--- config.mk ---
export PLATFORM = sky130hd
export DESIGN_NAME = cfgdma_engine
export DESIGN_NICKNAME = d
export VERILOG_FILES = /design/src/rtl/cfgdma_pkg.sv /design/src/rtl/cfgdma_trigger.sv /design/src/rtl/cfgdma_item_store.sv /design/src/rtl/cfgdma_core.sv /design/src/rtl/cfgdma_engine.sv
export SDC_FILE = /design/constraint.sdc
export NUM_CORES = 1
export LEC_CHECK = 0
export CAP_MARGIN = 20
export CORE_UTILIZATION = 54
export CTS_CLUSTER_SIZE = 16
export DETAILED_ROUTE_END_ITERATION = 16
export GPL_TIMING_DRIVEN = 0
export PLACE_DENSITY = 0.87
export REMOVE_ABC_BUFFERS = 1
export SLEW_MARGIN = 20
export SYNTH_ARGS = -nofsm -noshare
export SYNTH_HDL_FRONTEND = slang
export SYNTH_SLANG_ARGS = --single-unit
--- constraint.sdc ---
create_clock -name clk -period 4.95 [get_ports clk]
set_clock_uncertainty 0.2 [all_clocks]
set_input_delay 0.99 -clock clk [delete_from_list [all_inputs] [get_ports clk]]
set_output_delay 0.99 -clock clk [all_outputs]
set_load 0.1 [all_outputs]
--- src/rtl/cfgdma_pkg.sv ---
package cfgdma_pkg;

  localparam int DESC_BYTES = 16;
  localparam int STAT_BYTES = 4;
  localparam int DESC_W     = DESC_BYTES * 8;

  // control word bit positions (decoded by software, so fixed)
  localparam int CTL_ERR  = 0;
  localparam int CTL_RD   = 1;
  localparam int CTL_SKIP = 2;
  localparam int CTL_SEL  = 3;
  localparam int CTL_WR   = 4;

  typedef enum logic [3:0] {
    ST_IDLE,
    ST_FETCH_REQ,
    ST_FETCH_RSP,
    ST_PARSE,
    ST_LOOP,
    ST_XFER_REQ,
    ST_XFER_RSP,
    ST_WB_REQ,
    ST_WB_RSP
  } dma_state_t;

  typedef enum logic [1:0] {
    OP_NONE,
    OP_READ,
    OP_WRITE,
    OP_SKIP
  } dma_op_t;

endpackage

--- src/rtl/cfgdma_trigger.sv ---
module cfgdma_trigger #(
  parameter logic [63:0] SIG = 64'h4346_4744_4D41_7631
) (
  input  logic        clk,
  input  logic        rst_n,
  input  logic        reg_wr,
  input  logic [2:0]  reg_addr,
  input  logic [3:0]  reg_size,
  input  logic [63:0] reg_wdata,
  output logic [63:0] reg_rdata,
  input  logic        busy,
  output logic        start,
  output logic [63:0] start_addr
);

  logic [63:0] addr_q;
  logic        wr_hi, wr_lo, wr_full;

  assign wr_hi   = reg_wr && !busy && (reg_size == 4'd4) && (reg_addr == 3'd0);
  assign wr_lo   = reg_wr && !busy && (reg_size == 4'd4) && (reg_addr == 3'd4);
  assign wr_full = reg_wr && !busy && (reg_size == 4'd8) && (reg_addr == 3'd0);

  assign start      = wr_lo || wr_full;
  assign start_addr = wr_full ? reg_wdata : (addr_q | {32'd0, reg_wdata[31:0]});

  always_ff @(posedge clk or negedge rst_n) begin
    if (!rst_n)       addr_q <= '0;
    else if (start)   addr_q <= '0;
    else if (wr_hi)   addr_q <= {reg_wdata[31:0], 32'd0};
  end

  // signature slice, lowest offset lands in the most significant byte
  always_comb begin
    int          sz;
    logic [63:0] shifted;
    reg_rdata = '0;
    shifted   = '0;
    case (reg_size)
      4'd1, 4'd2, 4'd4, 4'd8: sz = int'(reg_size);
      default:                sz = 0;
    endcase
    if (sz != 0 && (int'(reg_addr) + sz) <= 8) begin
      shifted = SIG >> (8 * (8 - int'(reg_addr) - sz));
      if (sz == 8) reg_rdata = shifted;
      else         reg_rdata = shifted & ((64'd1 << (8 * sz)) - 64'd1);
    end
  end

  p_clear_after_start_r3: assert property (@(posedge clk) disable iff (!rst_n)
    start |=> (addr_q == 64'd0));

endmodule

--- src/rtl/cfgdma_item_store.sv ---
module cfgdma_item_store #(
  parameter int                  ITEM_CNT = 4,
  parameter int                  ITEM_MAX = 8,
  parameter logic [ITEM_CNT-1:0] WR_MASK  = 4'b1010,
  localparam int IDX_W    = (ITEM_CNT > 1) ? $clog2(ITEM_CNT) : 1,
  localparam int IX_W     = (ITEM_MAX > 1) ? $clog2(ITEM_MAX) : 1,
  localparam int OFF_W    = $clog2(ITEM_MAX + 1),
  localparam int LEN_STEP = ITEM_MAX / ITEM_CNT
) (
  input  logic             clk,
  input  logic             rst_n,
  input  logic             sel_en,
  input  logic [15:0]      sel_key,
  input  logic             adv,
  input  logic             wen,
  input  logic [7:0]       wbyte,
  output logic             ent_valid,
  output logic [OFF_W-1:0] ent_len,
  output logic [OFF_W-1:0] ent_off,
  output logic             ent_wr_ok,
  output logic [7:0]       ent_rbyte
);

  logic [IDX_W-1:0] key_q;
  logic             valid_q;
  logic [OFF_W-1:0] off_q;
  logic [7:0]       bytes_q [ITEM_CNT][ITEM_MAX];

  function automatic logic [OFF_W-1:0] item_len(input int k);
    return OFF_W'(ITEM_MAX - k * LEN_STEP);
  endfunction

  assign ent_valid = valid_q;
  assign ent_off   = off_q;
  assign ent_len   = item_len(int'(key_q));
  assign ent_wr_ok = valid_q && WR_MASK[key_q];
  assign ent_rbyte = bytes_q[key_q][off_q[IX_W-1:0]];

  always_ff @(posedge clk or negedge rst_n) begin
    if (!rst_n) begin
      key_q   <= '0;
      valid_q <= 1'b1;
      off_q   <= '0;
    end else if (sel_en) begin
      key_q   <= sel_key[IDX_W-1:0];
      valid_q <= (sel_key < 16'(ITEM_CNT));
      off_q   <= '0;
    end else if (adv) begin
      off_q   <= off_q + 1'b1;
    end
  end

  always_ff @(posedge clk or negedge rst_n) begin
    if (!rst_n) begin
      for (int k = 0; k < ITEM_CNT; k++)
        for (int i = 0; i < ITEM_MAX; i++)
          bytes_q[k][i] <= 8'(k * 16 + i);
    end else if (wen && ent_wr_ok && (off_q < ent_len)) begin
      bytes_q[key_q][off_q[IX_W-1:0]] <= wbyte;
    end
  end

  p_adv_in_item_r10: assert property (@(posedge clk) disable iff (!rst_n)
    adv |-> (valid_q && off_q < ent_len));

  p_off_bound_r10: assert property (@(posedge clk) disable iff (!rst_n)
    valid_q |-> (off_q <= ent_len));

  p_write_needs_perm_r8: assert property (@(posedge clk) disable iff (!rst_n)
    wen |-> ent_wr_ok);

endmodule

--- src/rtl/cfgdma_core.sv ---
module cfgdma_core
  import cfgdma_pkg::*;
#(
  parameter int OFF_W = 4
) (
  input  logic             clk,
  input  logic             rst_n,
  input  logic             start,
  input  logic [63:0]      start_addr,
  output logic             busy,
  output logic             mem_req_valid,
  input  logic             mem_req_ready,
  output logic             mem_req_we,
  output logic [63:0]      mem_req_addr,
  output logic [7:0]       mem_req_wdata,
  input  logic             mem_rsp_valid,
  input  logic             mem_rsp_err,
  input  logic [7:0]       mem_rsp_rdata,
  output logic             sel_en,
  output logic [15:0]      sel_key,
  output logic             adv,
  output logic             wen,
  output logic [7:0]       wbyte,
  input  logic             ent_valid,
  input  logic [OFF_W-1:0] ent_len,
  input  logic [OFF_W-1:0] ent_off,
  input  logic             ent_wr_ok,
  input  logic [7:0]       ent_rbyte
);

  dma_state_t        state_q;
  dma_op_t           op_q, nxt_op;
  logic [63:0]       base_q, addr_q;
  logic [3:0]        cnt_q;
  logic [DESC_W-1:0] desc_q;
  logic [31:0]       len_q;
  logic              err_q, x_we_q, x_item_q;
  logic [7:0]        x_data_q;
  logic [31:0]       ctl_w, dlen_w;
  logic [63:0]       daddr_w;
  logic              in_item, rsp_ok;
  logic              unused_ctl_bits;

  assign ctl_w   = desc_q[127:96];
  assign dlen_w  = desc_q[95:64];
  assign daddr_w = desc_q[63:0];
  assign unused_ctl_bits = ^{ctl_w[15:5], ctl_w[CTL_ERR]};

  always_comb begin
    if (ctl_w[CTL_RD])        nxt_op = OP_READ;
    else if (ctl_w[CTL_WR])   nxt_op = OP_WRITE;
    else if (ctl_w[CTL_SKIP]) nxt_op = OP_SKIP;
    else                      nxt_op = OP_NONE;
  end

  assign in_item = ent_valid && (ent_off < ent_len);
  assign rsp_ok  = (state_q == ST_XFER_RSP) && mem_rsp_valid && !mem_rsp_err;
  assign busy    = (state_q != ST_IDLE);

  assign sel_en  = (state_q == ST_PARSE) && ctl_w[CTL_SEL];
  assign sel_key = ctl_w[31:16];
  assign adv     = (rsp_ok && x_item_q) ||
                   ((state_q == ST_LOOP) && !err_q && (len_q != 0) &&
                    in_item && (op_q == OP_SKIP));
  assign wen     = rsp_ok && x_item_q && (op_q == OP_WRITE);
  assign wbyte   = mem_rsp_rdata;

  assign mem_req_valid = (state_q == ST_FETCH_REQ) || (state_q == ST_XFER_REQ) ||
                         (state_q == ST_WB_REQ);
  assign mem_req_addr  = (state_q == ST_XFER_REQ) ? addr_q : (base_q + 64'(cnt_q));
  assign mem_req_we    = (state_q == ST_XFER_REQ) ? x_we_q : (state_q == ST_WB_REQ);
  assign mem_req_wdata = (state_q == ST_XFER_REQ) ? x_data_q :
                         ((state_q == ST_WB_REQ) && cnt_q == 4'(STAT_BYTES - 1)) ?
                         {7'd0, err_q} : 8'd0;

  always_ff @(posedge clk or negedge rst_n) begin
    if (!rst_n) begin
      state_q  <= ST_IDLE;
      op_q     <= OP_NONE;
      base_q   <= '0;
      addr_q   <= '0;
      cnt_q    <= '0;
      desc_q   <= '0;
      len_q    <= '0;
      err_q    <= 1'b0;
      x_we_q   <= 1'b0;
      x_item_q <= 1'b0;
      x_data_q <= '0;
    end else begin
      case (state_q)
        ST_IDLE: if (start) begin
          base_q  <= start_addr;
          cnt_q   <= '0;
          err_q   <= 1'b0;
          state_q <= ST_FETCH_REQ;
        end
        ST_FETCH_REQ: if (mem_req_ready) state_q <= ST_FETCH_RSP;
        ST_FETCH_RSP: if (mem_rsp_valid) begin
          if (mem_rsp_err) begin
            err_q   <= 1'b1;
            cnt_q   <= '0;
            state_q <= ST_WB_REQ;
          end else begin
            desc_q <= {desc_q[DESC_W-9:0], mem_rsp_rdata};
            if (cnt_q == 4'(DESC_BYTES - 1)) begin
              cnt_q   <= '0;
              state_q <= ST_PARSE;
            end else begin
              cnt_q   <= cnt_q + 1'b1;
              state_q <= ST_FETCH_REQ;
            end
          end
        end
        ST_PARSE: begin
          op_q    <= nxt_op;
          len_q   <= (nxt_op == OP_NONE) ? 32'd0 : dlen_w;
          addr_q  <= daddr_w;
          err_q   <= 1'b0;
          state_q <= ST_LOOP;
        end
        ST_LOOP: begin
          if (len_q == 0 || err_q) begin
            cnt_q   <= '0;
            state_q <= ST_WB_REQ;
          end else if (!in_item) begin
            if (op_q == OP_READ) begin
              x_we_q   <= 1'b1;
              x_data_q <= 8'd0;
              x_item_q <= 1'b0;
              state_q  <= ST_XFER_REQ;
            end else begin
              err_q <= 1'b1;
            end
          end else begin
            case (op_q)
              OP_READ: begin
                x_we_q   <= 1'b1;
                x_data_q <= ent_rbyte;
                x_item_q <= 1'b1;
                state_q  <= ST_XFER_REQ;
              end
              OP_WRITE: begin
                if (!ent_wr_ok) err_q <= 1'b1;
                else begin
                  x_we_q   <= 1'b0;
                  x_data_q <= 8'd0;
                  x_item_q <= 1'b1;
                  state_q  <= ST_XFER_REQ;
                end
              end
              default: begin
                len_q  <= len_q - 1'b1;
                addr_q <= addr_q + 1'b1;
              end
            endcase
          end
        end
        ST_XFER_REQ: if (mem_req_ready) state_q <= ST_XFER_RSP;
        ST_XFER_RSP: if (mem_rsp_valid) begin
          if (mem_rsp_err) err_q <= 1'b1;
          else begin
            len_q  <= len_q - 1'b1;
            addr_q <= addr_q + 1'b1;
          end
          state_q <= ST_LOOP;
        end
        ST_WB_REQ: if (mem_req_ready) state_q <= ST_WB_RSP;
        ST_WB_RSP: if (mem_rsp_valid) begin
          if (cnt_q == 4'(STAT_BYTES - 1)) state_q <= ST_IDLE;
          else begin
            cnt_q   <= cnt_q + 1'b1;
            state_q <= ST_WB_REQ;
          end
        end
        default: state_q <= ST_IDLE;
      endcase
    end
  end

  p_req_hold_r14: assert property (@(posedge clk) disable iff (!rst_n)
    (mem_req_valid && !mem_req_ready) |=>
      (mem_req_valid && $stable(mem_req_addr) && $stable(mem_req_we) &&
       $stable(mem_req_wdata)));

  p_idle_after_rsp_r13: assert property (@(posedge clk) disable iff (!rst_n)
    $fell(busy) |-> $past(mem_rsp_valid));

  p_select_in_transfer_r5: assert property (@(posedge clk) disable iff (!rst_n)
    sel_en |-> busy);

endmodule

--- src/rtl/cfgdma_engine.sv ---
module cfgdma_engine #(
  parameter int                  ITEM_CNT = 4,
  parameter int                  ITEM_MAX = 8,
  parameter logic [ITEM_CNT-1:0] WR_MASK  = 4'b1010,
  parameter logic [63:0]         SIG      = 64'h4346_4744_4D41_7631,
  localparam int OFF_W = $clog2(ITEM_MAX + 1)
) (
  input  logic        clk,
  input  logic        rst_n,
  input  logic        reg_wr,
  input  logic [2:0]  reg_addr,
  input  logic [3:0]  reg_size,
  input  logic [63:0] reg_wdata,
  output logic [63:0] reg_rdata,
  input  logic        sel_wr,
  input  logic [15:0] sel_key,
  output logic        busy,
  output logic        mem_req_valid,
  input  logic        mem_req_ready,
  output logic        mem_req_we,
  output logic [63:0] mem_req_addr,
  output logic [7:0]  mem_req_wdata,
  input  logic        mem_rsp_valid,
  input  logic        mem_rsp_err,
  input  logic [7:0]  mem_rsp_rdata
);

  logic             start;
  logic [63:0]      start_addr;
  logic             core_sel, st_sel, adv, wen;
  logic [15:0]      core_key, st_key;
  logic [7:0]       wbyte, ent_rbyte;
  logic             ent_valid, ent_wr_ok;
  logic [OFF_W-1:0] ent_len, ent_off;

  cfgdma_trigger #(.SIG(SIG)) u_trig (
    .clk, .rst_n, .reg_wr, .reg_addr, .reg_size, .reg_wdata, .reg_rdata,
    .busy, .start, .start_addr
  );

  // host selections are dropped while a transfer owns the store
  assign st_sel = core_sel || (sel_wr && !busy);
  assign st_key = core_sel ? core_key : sel_key;

  cfgdma_item_store #(.ITEM_CNT(ITEM_CNT), .ITEM_MAX(ITEM_MAX), .WR_MASK(WR_MASK)) u_store (
    .clk, .rst_n, .sel_en(st_sel), .sel_key(st_key), .adv, .wen, .wbyte,
    .ent_valid, .ent_len, .ent_off, .ent_wr_ok, .ent_rbyte
  );

  cfgdma_core #(.OFF_W(OFF_W)) u_core (
    .clk, .rst_n, .start, .start_addr, .busy,
    .mem_req_valid, .mem_req_ready, .mem_req_we, .mem_req_addr, .mem_req_wdata,
    .mem_rsp_valid, .mem_rsp_err, .mem_rsp_rdata,
    .sel_en(core_sel), .sel_key(core_key), .adv, .wen, .wbyte,
    .ent_valid, .ent_len, .ent_off, .ent_wr_ok, .ent_rbyte
  );

  p_start_when_idle_r13: assert property (@(posedge clk) disable iff (!rst_n)
    start |-> !busy);

endmodule

Word-level counts from Yosys, hierarchy flattened
Index checks and enable logic that the tools add are counted.
{ "word_totals": {"ff_bits": 636, "elab_cells": 258} }
{ "op_classes": {"addsub": 10, "n_lt_le_gt_ge": 8, "eq_ne": 41, "shift": 2, "muxes": 87, "bitwise_logic": 6, "reduce_logical": 57} }
{ "op_table": {"columns": ["cell", "count"], "rows": [
  ["$mux W64", 14],
  ["$bwmux W256", 1],
  ["$mux W32", 6],
  ["$pmux W64 S3", 1],
  ["$bmux W64 S2", 1],
  ["$demux W64 S2", 1],
  ["$pmux W32 S3", 1],
  ["$mux W4", 22],
  ["$add A64 B1 Y64 const B", 1],
  ["$add A64 B4 Y64", 1],
  ["$and A64 B64 Y64", 1],
  ["$or A64 B32 Y64", 1],
  ["$reduce_bool A32 Y1", 2],
  ["$shl A1 B7 Y64 const A", 1],
  ["$shr A63 B32 Y64 const A", 1],
  ["$sub A64 B1 Y64 const B", 1],
  ["$mux W8", 7],
  ["$pmux W4 S9", 1],
  ["$le A32 B5 Y1 const B", 1],
  ["$logic_not A32 Y1", 1],
  ["$sub A32 B1 Y32 const B", 1],
  ["$sub A29 B5 Y29", 1],
  ["$bmux W8 S3", 1],
  ["$demux W8 S3", 1],
  ["55 further kinds", 141]
]} }

Longest topological paths before layout
{ "logic_depth": {"depth_word": 9, "mapped_depth": 16, "ltp_nobuf": 13} }

By module
Synthesis repeated with hierarchy kept, for this count alone.
{ "unflattened": {"cells_unflattened": 3050, "area_unflattened_um2": 32381.1} }
{ "modules_own_cells": {"columns": ["module", "n_inst", "cells_per_inst", "area_per_inst_um2", "seq_area_each_um2"], "rows": [
  ["cfgdma_core", 1, 1743, 16633.5, 7732.4],
  ["cfgdma_item_store", 1, 907, 12446.9, 6682.7],
  ["cfgdma_trigger", 1, 380, 3042.9, 800.8],
  ["cfgdma_engine", 1, 20, 257.7, 0.0]
]} }

Worst setup path before layout
No wires, ideal clock.
{ "synth_timing": {"path_kind": "in2out", "startpoint": "in reg_size[0]", "endpoint": "out reg_rdata[57]", "arrival_ns": 7.165, "slack_ns": -3.405, "path_stages": 16, "n_path_buf": 4, "cell_sequence": "or4b_1 buf_2 o21ai_2 nand2_1 inv_1 ha_1 nor2b_1 o21ai_0 nand2b_1 fa_1 nand4b_1 or3_1 buf_2 buf_2 nor4_1 buf_4"} }
{ "synth_via": {"elab_chain_cells": 8} }
{ "synth_rtl": {"columns": ["item", "line", "text"], "rows": [
  ["start: declaration", "cfgdma_engine.sv:12", "input logic [3:0] reg_size,"],
  ["$eq A4 B1 Y1, or another cell as far along", "cfgdma_trigger.sv:38", "case (reg_size)"],
  ["$reduce_or A4 Y1", "cfgdma_trigger.sv:38", null],
  ["$mux W4 *", "cfgdma_trigger.sv:38", null],
  ["$sub A29 B5 Y29 or $shl A1 B7 Y64 (tied branches)", "cfgdma_trigger.sv:43, cfgdma_trigger.sv:45", null],
  ["$shr A63 B32 Y64 or $sub A64 B1 Y64 (tied branches)", "cfgdma_trigger.sv:43, cfgdma_trigger.sv:45", null],
  ["$and A64 B64 Y64", "cfgdma_trigger.sv:45", "else reg_rdata = shifted & ((64'd1 << (8 * sz)) - 64'd1);"],
  ["$mux W64", "cfgdma_trigger.sv:44", "if (sz == 8) reg_rdata = shifted;"],
  ["$mux W64 *", "cfgdma_trigger.sv:42", "if (sz != 0 && (int'(reg_addr) + sz) <= 8) begin"],
  ["end: declaration", "cfgdma_engine.sv:14", "output logic [63:0] reg_rdata,"]
]} }
Mark *: on every way between the ends. The rest lies on a longest branch, timed or not.

Worst setup path after layout
{ "layout_timing": {"startpoint": "in reg_size[1]", "endpoint": "out reg_rdata[12]"} }
The elaborated chain is that of the path after synthesis.

==> impl_metrics.py <==
metrics = {
    "clock_tree": {
        "cts_root_buffer": "clkbuf_16",
        "clk_pin_slew_ns": 0.06,
        "clkLatencyLatePin_ns": 0.67,
        "cts_buffers": 61,
        "cts_buffer_depth": 3,
        "cts_htree_levels": 2,
        "cts_sinks": 604,
        "postCtsHoldBufs": 0,
        "cts_tree": "done",
    },
    "drt": {
        "antenna_left": 0,
        "drc_errors": 0,
        "wl_met3_um": 7702,
        "wl_met2_um": 43470,
        "drt_wl_total_um": 89560,
        "met1_length_um": 33420,
        "avgRoutedWirePerCell_um": 22.76,
        "drtIter0Drc": 2858,
        "highest_layer": "met5",
        "drtPass1Iterations": 8,
        "vias_per_cell": 6.459,
        "vias": 25420,
    },
    "logic_synthesis": {
        "syn_avg_cell_area_um2": 10.70,
        "synth.distinct_cells": 91,
        "synthArstFlopShare_pct": 100.0,
        "yosysWarnings": 0,
        "synth-seq-cells": 604,
        "synthCells": 2957,
        "ys.flop_type": "dfrtp_1",
        "synth_edf_count": 0,
        "yosysSeqAreaShare_pct": 48.11,
        "syn-cell-area_um2": 31630,
    },
    "die": {
        "ios": 241,
        "fp.dieH_um": 244.0,
        "rows": 88,
        "core_um2": 57810,
        "die_x_um": 244.0,
        "dieArea_um2": 59540,
        "initial_core_util_pct": 54.71,
    },
    "power_and_ir_drop": {
        "power.share.sequential_pct": 37.4,
        "powerDensity_nw_per_um2": 464.5,
        "p_switching_w": 0.007190,
        "combPwrFrac_pct": 35.0,
        "p_leak_nw": 16.50,
        "switching_share_pct": 41.19,
        "irDropWorstVdd_mv": 0.5367,
        "cell_internal_pwr_w": 0.01027,
        "p_clk_share_pct": 27.6,
    },
    "worst_setup_path": {
        "r2r-end": "u_store.bytes_q[116]",
        "path_class": "in -> out",
        "r2r_start": "u_store.key_q[0]",
        "reg2reg_slack_ns": 0.88,
        "cp.required_ns": 3.76,
        "ff2ff_path_depth": 10,
        "cp_max_fo": 6,
        "critPathLaunchType": "input port",
        "worstSetupEndpointType": "output port",
        "cp.arrival_ns": 4.47,
    },
    "layout": {
        "multi_input_area_um2": 15830,
        "fin_nets": 3250,
        "fillers": 3906,
        "final_util_pct": 65.02,
        "layout-drive-gt1-share_pct": 31.25,
        "regArea_um2": 15220,
        "syn2layout_area_growth_pct": 18.84,
    },
    "global_route": {
        "grt_max_degree": 103,
        "antenna_found_initial": 3,
        "grt_pass1_vias": 25380,
        "grt.total_usage_pct": 29.55,
        "grt_pass1_wl_um": 139900,
        "grt-ovfl-total": 0,
    },
    "sta": {
        "rsz0062_at_grt": "true",
        "layout_min_cycle_time_ns": 5.664,
        "post-route-period-util_pct": 114.4,
        "hold_viol_final": 0,
        "max_freq_mhz": 176.6,
        "slew_headroom_pct": 22.09,
        "worstMarginPinSlew_ns": 1.166,
        "setup_ws_ns": -0.7135,
        "finalSetupTns_ns": -22.29,
        "setup_violations": 39,
        "finalMaxSlewViolations": 0,
    },
    "placed_design": {
        "routabilityCongestion": 0.9243,
        "portBuffers": 215,
        "dp_hpwl_um": 56200,
    },
    "run_status": {
        "violations": "negative setup slack",
        "status": "finished with violations",
    },
    "flow_run": {
        "maxCapViolations": 0,
    },
    "worst_hold_path": {
        "hold_class": "in -> async",
    },
}
## flip-flops by register name, summed over array words and instances, names as in the netlist
name / count
u_core.desc_q: 128
u_core.x_item_q: 1
u_core.cnt_q: 4
u_core.addr_q: 64
u_core.x_we_q: 1
u_core.state_q: 4
u_core.err_q: 1
u_core.base_q: 64
u_store.key_q: 2
u_core.op_q: 2
u_trig.addr_q: 32
u_core.x_data_q: 8
u_store.ent_off: 4
u_core.len_q: 32
u_store.ent_valid: 1
u_store.bytes_q: 256
## critical path: stages
cell and delay, ns:
buf_2 0.17, or4b_4 0.53, o21ai_4 0.11, nand2_2 0.09, inv_2 0.08, buf_4 0.10
ha_1 0.21, inv_1 0.09, fa_1 0.42, xor2_1 0.17, a31oi_1 0.25, or3_4 0.53
buf_4 0.18, nor4_4 0.25, buf_6 0.28
## what timing repair did
item | in CTS | in global routing
pin swaps | 33 | 13
gates resized for setup | 690 | 79
gates cloned | 5 | 0
endpoints found under the setup margin | 110 | 107
setup buffers | 32 | 11
hold endpoints to repair | 0 | 0
## layout make-up
type                            count  share of cell area (%)
Clock buffer                       95                   4.960
Tap cell                          765                   2.547
Clock inverter                     21                  0.6924
Timing Repair Buffer              296                   8.545
Antenna cell                        2                 0.01332
Multi-Input combinational cell   2092                   42.13
Sequential cell                   604                   40.51
Inverter                           60                  0.6092
## layer usage
| metal | global-route usage [%] | vias to the layer above |
|---|---|---|
| li1 | - | 10950 |
| met3 | 5.246 | 358 |
| met4 | 15.00 | 2 |
| met5 | 0 | - |
| met1 | 37.69 | 12660 |
| met2 | 48.50 | 1451 |
## power groups by stage
stage                     Combinational, W  Clock [W]  Sequential, W
after floorplan                    0.00430          0        0.00629
after detailed placement           0.00586          0        0.00654
final                              0.00612    0.00482        0.00652
after global routing               0.00651    0.00504        0.00658
after global placement             0.00526          0        0.00662
after CTS                          0.00599    0.00484        0.00647
## through the flow
stage | worst slack (ns) | std cells | power [W] | cell area [um2] | hold slack [ns]
after floorplan | -8.649 | 2751 | 0.01059 | 30650 | 0.2460
after global placement | -23.58 | 3731 | 0.01188 | 33760 | 0.2679
after detailed placement | -2.522 | 3768 | 0.01240 | 34480 | 0.2748
after CTS | -0.5198 | 3921 | 0.01729 | 37410 | 0.1251
after global routing | -0.8228 | 3934 | 0.01813 | 37580 | 0.1543
final | -0.7135 | 3935 | 0.01746 | 37590 | 0.1142
## Yosys cell counts (all sizes together), types with 12 or more instances
| cell type | instances | area (um2) |
|---|---|---|
| inv | 59 | 221.5 |
| ha | 29 | 362.9 |
| nor3 | 53 | 280.3 |
| dfstp | 81 | 2128 |
| o22ai | 27 | 168.9 |
| a31oi | 17 | 106.4 |
| xor2 | 21 | 183.9 |
| xnor2 | 45 | 394.1 |
| mux2i | 38 | 380.4 |
| and2 | 20 | 125.1 |
| mux2 | 387 | 4358 |
| nor4 | 47 | 389.1 |
| or3 | 16 | 105.1 |
| a21oi | 206 | 1039 |
| o21ai | 186 | 938.4 |
| clkbuf | 137 | 516.8 |
| nand3 | 60 | 300.3 |
| mux4 | 64 | 1441 |
| nor2b | 12 | 75.07 |
| nand4 | 58 | 390.4 |
| buf | 93 | 550.5 |
| nor2 | 166 | 745.7 |
| and3 | 22 | 137.6 |
| a22oi | 51 | 387.9 |
| dfrtp | 523 | 13090 |
| nand2 | 380 | 1441 |
## how the worst max path moves through the flow
stage / startpoint / end / slack [ns] / cells after the start
after detailed placement: reg_size[0] / reg_rdata[41] / -2.52 / 14
after global placement: rst_n / u_store.bytes_q[89] / -23.58 / 1
after CTS: reg_size[2] / reg_rdata[57] / -0.52 / 12
final: reg_size[1] / reg_rdata[12] / -0.71 / 15
after floorplan: u_core.state_q[2] / u_core.len_q[21] / -8.65 / 4
after global routing: reg_addr[1] / reg_rdata[0] / -0.82 / 14
## cells in the final DEF (no fill, tap or decap), types with 61 or more instances in the layout
cell type and count:
dfrtp_1 520, mux2_2 387, nand2_1 373, a21oi_1 203
o21ai_0 169, nor2_1 126, clkdlybuf4s50_1 86, dfstp_2 81
mux4_2 64, clkbuf_16 61
## logic make-up (layout without fill, tap and decap cells)
kind of cell    count (synthesis)  count (layout)  synth area share, %
xor+xnor                       66              66                1.828
buf+inv                       290             472                4.087
compound gates                580             580                10.85
simple gates                  894             899                14.17
mux                           489             489                19.54
flops                         604             604                48.11
other cells                     1              27              0.01186
fa+ha+maj                      33              33                1.400
Note: power is estimated with default switching activity, not from simulation.
